### src/rtl/ow_slot_pkg.sv
package ow_slot_pkg;

  typedef enum logic [1:0] {
    ST_IDLE    = 2'd0,
    ST_DRIVE   = 2'd1,
    ST_RELEASE = 2'd2
  } slot_state_t;

  typedef struct packed {
    logic is_read;
    logic wval;
  } slot_cmd_t;

  function automatic slot_cmd_t decode_cmd(input logic [1:0] c);
    slot_cmd_t r;
    r.is_read = c[1];
    r.wval    = c[0];
    return r;
  endfunction

endpackage

### src/rtl/ow_us_timer.sv
module ow_us_timer #(
  parameter int CLK_PER_US = 50,
  parameter int US_W       = 7
) (
  input  logic            clk,
  input  logic            rst,
  input  logic            clear,
  input  logic            run,
  output logic            tick,
  output logic [US_W-1:0] us_cnt
);
  localparam int PRE_W = (CLK_PER_US > 1) ? $clog2(CLK_PER_US) : 1;
  localparam logic [PRE_W-1:0] PRE_LAST = PRE_W'(CLK_PER_US - 1);

  logic [PRE_W-1:0] presc;

  assign tick = run && (presc == PRE_LAST);

  always_ff @(posedge clk) begin
    if (rst || clear) begin
      presc  <= '0;
      us_cnt <= '0;
    end else if (run) begin
      if (presc == PRE_LAST) begin
        presc  <= '0;
        us_cnt <= us_cnt + US_W'(1);
      end else begin
        presc <= presc + PRE_W'(1);
      end
    end
  end
endmodule

### src/rtl/ow_line_sync.sv
module ow_line_sync #(
  parameter int STAGES = 2
) (
  input  logic clk,
  input  logic rst,
  input  logic d,
  output logic q
);
  logic [STAGES-1:0] sh;

  generate
    if (STAGES == 1) begin : g_one
      always_ff @(posedge clk) begin
        if (rst) sh <= '0;
        else     sh <= d;
      end
    end else begin : g_chain
      always_ff @(posedge clk) begin
        if (rst) sh <= '0;
        else     sh <= {sh[STAGES-2:0], d};
      end
    end
  endgenerate

  assign q = sh[STAGES-1];
endmodule

### src/rtl/ow_slot_fsm.sv
module ow_slot_fsm
  import ow_slot_pkg::*;
#(
  parameter int US_W   = 7,
  parameter int T_SLOT = 60,
  parameter int T_REC  = 1,
  parameter int T_LOW0 = 60,
  parameter int T_LOW1 = 6,
  parameter int T_LOWR = 6,
  parameter int T_RDV  = 15
) (
  input  logic            clk,
  input  logic            rst,
  input  logic            start,
  input  logic [1:0]      cmd,
  input  logic            tick,
  input  logic [US_W-1:0] us_cnt,
  input  logic            line_s,
  output logic            tmr_clear,
  output logic            tmr_run,
  output logic            busy,
  output logic            done,
  output logic            rd_bit,
  output logic            line_oe
);
  localparam logic [US_W-1:0] US_TOTAL = US_W'(T_SLOT + T_REC);
  localparam logic [US_W-1:0] US_LOW0  = US_W'(T_LOW0);
  localparam logic [US_W-1:0] US_LOW1  = US_W'(T_LOW1);
  localparam logic [US_W-1:0] US_LOWR  = US_W'(T_LOWR);
  localparam logic [US_W-1:0] US_RDV   = US_W'(T_RDV);

  slot_state_t     state;
  slot_cmd_t       cur;
  logic            seen_high;
  logic [US_W-1:0] us_nxt;
  logic [US_W-1:0] low_len;
  logic            low_end;
  logic            slot_end;
  logic            sample_en;

  assign us_nxt    = us_cnt + US_W'(1);
  assign low_len   = cur.is_read ? US_LOWR : (cur.wval ? US_LOW1 : US_LOW0);
  assign low_end   = (state == ST_DRIVE) && tick && (us_nxt == low_len);
  assign slot_end  = (state != ST_IDLE) && tick && (us_nxt == US_TOTAL);
  assign sample_en = (state == ST_RELEASE) && cur.is_read && (us_cnt < US_RDV);

  assign tmr_clear = (state == ST_IDLE);
  assign tmr_run   = (state != ST_IDLE);

  always_ff @(posedge clk) begin
    if (rst) begin
      state     <= ST_IDLE;
      cur       <= '0;
      seen_high <= 1'b0;
      busy      <= 1'b0;
      done      <= 1'b0;
      rd_bit    <= 1'b0;
      line_oe   <= 1'b0;
    end else begin
      done <= 1'b0;
      unique case (state)
        ST_IDLE: begin
          if (start) begin
            state     <= ST_DRIVE;
            cur       <= decode_cmd(cmd);
            seen_high <= 1'b0;
            busy      <= 1'b1;
            line_oe   <= 1'b1;
          end
        end
        ST_DRIVE: begin
          if (low_end) begin
            state   <= ST_RELEASE;
            line_oe <= 1'b0;
          end
        end
        ST_RELEASE: begin
          if (sample_en && line_s) seen_high <= 1'b1;
          if (slot_end) begin
            state  <= ST_IDLE;
            busy   <= 1'b0;
            done   <= 1'b1;
            rd_bit <= cur.is_read ? (seen_high | (sample_en & line_s)) : 1'b0;
          end
        end
        default: state <= ST_IDLE;
      endcase
    end
  end
endmodule

### src/rtl/ow_slot_engine.sv
module ow_slot_engine #(
  parameter int CLK_PER_US  = 50,
  parameter int T_SLOT      = 60,
  parameter int T_REC       = 1,
  parameter int T_LOW0      = 60,
  parameter int T_LOW1      = 6,
  parameter int T_LOWR      = 6,
  parameter int T_RDV       = 15,
  parameter int SYNC_STAGES = 2
) (
  input  logic       clk,
  input  logic       rst,
  input  logic       start,
  input  logic [1:0] cmd,
  output logic       busy,
  output logic       done,
  output logic       rd_bit,
  output logic       line_oe,
  input  logic       line_in
);
  localparam int US_W = $clog2(T_SLOT + T_REC + 1);

  logic            tick;
  logic [US_W-1:0] us_cnt;
  logic            tmr_clear;
  logic            tmr_run;
  logic            line_s;

  ow_us_timer #(
    .CLK_PER_US (CLK_PER_US),
    .US_W       (US_W)
  ) timer_i (
    .clk    (clk),
    .rst    (rst),
    .clear  (tmr_clear),
    .run    (tmr_run),
    .tick   (tick),
    .us_cnt (us_cnt)
  );

  ow_line_sync #(
    .STAGES (SYNC_STAGES)
  ) sync_i (
    .clk (clk),
    .rst (rst),
    .d   (line_in),
    .q   (line_s)
  );

  ow_slot_fsm #(
    .US_W   (US_W),
    .T_SLOT (T_SLOT),
    .T_REC  (T_REC),
    .T_LOW0 (T_LOW0),
    .T_LOW1 (T_LOW1),
    .T_LOWR (T_LOWR),
    .T_RDV  (T_RDV)
  ) fsm_i (
    .clk       (clk),
    .rst       (rst),
    .start     (start),
    .cmd       (cmd),
    .tick      (tick),
    .us_cnt    (us_cnt),
    .line_s    (line_s),
    .tmr_clear (tmr_clear),
    .tmr_run   (tmr_run),
    .busy      (busy),
    .done      (done),
    .rd_bit    (rd_bit),
    .line_oe   (line_oe)
  );
endmodule

### config.mk
export PLATFORM = sky130hd
export DESIGN_NAME = ow_slot_engine
export DESIGN_NICKNAME = d
export VERILOG_FILES = /design/src/rtl/ow_slot_pkg.sv /design/src/rtl/ow_us_timer.sv /design/src/rtl/ow_line_sync.sv /design/src/rtl/ow_slot_fsm.sv /design/src/rtl/ow_slot_engine.sv
export SDC_FILE = /design/constraint.sdc
export NUM_CORES = 1
export LEC_CHECK = 0
export ABC_CLOCK_PERIOD_IN_PS = 5800
export BUFFER_PORTS_ARGS = -buffer_cell sky130_fd_sc_hd__buf_4
export CAP_MARGIN = 15
export CORE_AREA = 2 2 58 44
export DETAILED_ROUTE_END_ITERATION = 10
export DIE_AREA = 0 0 60 46
export PLACE_DENSITY_LB_ADDON = 0.3
export SKIP_LAST_GASP = 1
export SLEW_MARGIN = 20
export SYNTH_ARGS = -nofsm -noshare
export SYNTH_HDL_FRONTEND = slang
export SYNTH_SLANG_ARGS = --single-unit
### constraint.sdc
create_clock -name clk -period 5.8 [get_ports clk]
set_input_delay 1.16 -clock clk [delete_from_list [all_inputs] [get_ports clk]]
set_output_delay 1.16 -clock clk [all_outputs]
set_load 0.03 [all_outputs]
==> impl_metrics.json <==
{
  "crit_family": "compound AO/OA/AOI/OAI gates",
  "syn_nets": 141,
  "die-area_mm2": 0.002760,
  "finalSetupViolCount": 0,
  "crit_required_ns": 5.98,
  "drt_iter0_drc": 105,
  "drive_gt1_frac": 0.1314,
  "wl_per_cell_um": 13.67,
  "tns_ns": 0,
  "hold_viol": 0,
  "rows": 15,
  "p_per_area_mw_per_mm2": 204.4,
  "hpwl_mm": 1.744,
  "critPathLaunchType": "register",
  "track_usage": 0.1906,
  "syn_avg_cell_area_um2": 8.778,
  "vias": 910,
  "clkLatencyLatePin_ns": 0.31,
  "nNetsFinal": 148,
  "hold_buffers": 0,
  "io_buffers": 9,
  "cp_cell_sequence": "inv_1 > ha_1 > or4_4 > a2111oi_4 > a31oi_1",
  "place_congestion": 0.8291,
  "status": "completed",
  "critPathSlowestCell": "dfxtp_1",
  "cts_root_buf": "clkbuf_4",
  "hold_path_class": "reg -> reg",
  "ios": 10,
  "p_leak_nw": 0.4542,
  "relSlewSlack": 0.7179,
  "die_height_um": 46,
  "end_kind": "register",
  "cts.clk_slew.worst_paths_ns": 0.12,
  "worst_pin_slew_ns": 0.4202,
  "critPathMaxFanout": 8,
  "core_mm2": 0.002271,
  "critPathBufInv": 1,
  "synthCells": 131,
  "die_w_um": 60,
  "h-tree-depth": 1,
  "initial_core_util": 0.5063,
  "vias_per_cell": 5.322,
  "layout_commonest_cell": "nor2_1",
  "cts_resized": 0,
  "irDropWorstVdd_v": 0.0001656,
  "detail-route-antenna-nets": 0,
  "antenna_found_initial": 0,
  "cts_tree": "built",
  "max_cap_violations": 0,
  "grt_max_degree": 13,
  "totalWireLength_mm": 2.338,
  "ys_warn_count": 0,
  "syn_area_mm2": 0.001150,
  "filler_cell_count": 221,
  "rsz0062_at_grt": "false",
  "period_share": 0.3706,
  "clk_path_buf_depth": 2,
  "num_antenna_cells": 0,
  "worstSetupPathType": "reg -> reg",
  "grt_overflow": 0,
  "yosysSeqAreaShare": 0.4004,
  "total_power_w": 0.0002572,
  "synth-edff-count": 0,
  "drc_errors": 0,
  "layout_common_cells": "27 x nor2_1, 23 x dfxtp_1, 9 x buf_4, 8 x xnor2_1",
  "grt_pass1_wl_mm": 3.829,
  "synth_cell_types": 37,
  "synth-seq-cells": 23,
  "fmaxAchievable_ghz": 0.4652,
  "firstDrtPassIters": 4,
  "clock-sinks": 23,
  "cts_made_buffers": 3,
  "cts_setup_buffers": 0,
  "synth_top_flop_cell": "dfxtp_1",
  "post-route-min-period_ns": 2.150,
  "synthArstFlopShare": 0,
  "skew_ns": 0.004265,
  "finalMaxSlewViolations": 0,
  "syn_to_final_growth_pct": 9.467,
  "slowest_delay_ns": 0.51,
  "cp.arrival_ns": 2.33,
  "first_global_vias": 828
}
==> metrics by stage <==
step | cells | hold slack (ns) | area [µm²] | worst slack, ns | utilization
finish | 171 | 0.4691 | 1259 | 3.650 | 0.5543
global route | 171 | 0.4842 | 1259 | 3.516 | 0.5543
CTS | 171 | 0.4640 | 1259 | 3.649 | 0.5543
detailed placement | 167 | 0.4376 | 1232 | 3.660 | 0.5427
global placement | 167 | 0.4225 | 1232 | 3.691 | 0.5427
floorplan | 131 | 0.4138 | 1150 | 3.830 | -
==> path summary, 6_finish.rpt <==
kind                                  startpoint  cells past startpoint                         end  slack (ns)
setup / recovery  timer_i.us_cnt[0]$_SDFFE_PP0N_                      5  fsm_i.line_oe$_SDFFE_PP0P_        3.65
hold / removal           sync_i.sh[0]$_SDFF_PP0_                      1     sync_i.sh[1]$_SDFF_PP0_        0.47
setup reg to reg  timer_i.us_cnt[0]$_SDFFE_PP0N_                      5  fsm_i.line_oe$_SDFFE_PP0P_        3.65
hold reg to reg          sync_i.sh[0]$_SDFF_PP0_                      1     sync_i.sh[1]$_SDFF_PP0_        0.47
==> flip-flops by register name, indices dropped and copies added (netlist names) <==
signal           count
fsm_i.busy           1
fsm_i.cur            2
fsm_i.done           1
fsm_i.line_oe        1
fsm_i.rd_bit         1
fsm_i.seen_high      1
fsm_i.state          2
sync_i.sh            2
timer_i.presc        6
timer_i.us_cnt       6
==> power breakdown <==
part           internal, W  switching, W  total (W)
Combinational   0.00000854     0.0000109  0.0000194
Sequential        0.000162    0.00000348   0.000165
Clock            0.0000268     0.0000458  0.0000727
==> final cells by class <==
| type | instances | area (µm²) | share of cell area |
|---|---|---|---|
| tap | 34 | 42.54 | 0.03380 |
| multi-input combinational | 96 | 643.1 | 0.5109 |
| timing repair buffer | 9 | 67.56 | 0.05368 |
| sequential | 23 | 460.4 | 0.3658 |
| clock buffer | 4 | 26.28 | 0.02087 |
| inverter | 5 | 18.77 | 0.01491 |
==> logic make-up after synthesis <==
group | after synthesis | share of synthesized area
adders and majority gates | 4 | 0.04353
muxes | 4 | 0.03482
buffers and inverters | 12 | 0.04026
DFF | 23 | 0.4004
and+or+nand+nor | 57 | 0.2524
AOI/OAI and AO/OA | 19 | 0.1371
xor gates and xnor gates | 12 | 0.09140
==> metal layers <==
metal	vias up	global-route usage	wire length, µm
met4	0	0.06667	12
met2	23	0.2761	1102
met1	427	0.2721	1084
met3	2	0.05114	138
met5	-	0	0
li1	458	-	-
==> worst register-to-register path, stage by stage (launching register included) <==
cell	delay [ns]
dfxtp_1	0.51
inv_1	0.13
ha_1	0.35
or4_4	0.50
a2111oi_4	0.39
a31oi_1	0.15
==> cell usage after synthesis (all sizes together), types with 2 or more instances <==
master | count | area [µm²]
nor2 | 27 | 101.4
a21oi | 3 | 15.01
dfxtp | 23 | 460.4
clkbuf | 6 | 22.52
nand2b | 2 | 12.51
nand3b | 2 | 15.01
xor2 | 4 | 35.03
o21ai | 3 | 15.01
a31oi | 2 | 12.51
ha | 4 | 50.05
nand2 | 5 | 18.77
nor2b | 4 | 25.02
mux2i | 4 | 40.04
o2111ai | 2 | 17.52
and2 | 2 | 12.51
nand3 | 3 | 20.02
inv | 5 | 18.77
xnor2 | 8 | 70.07
nor3 | 4 | 20.02
or2 | 2 | 12.51
(Power assumes the default switching activity.)
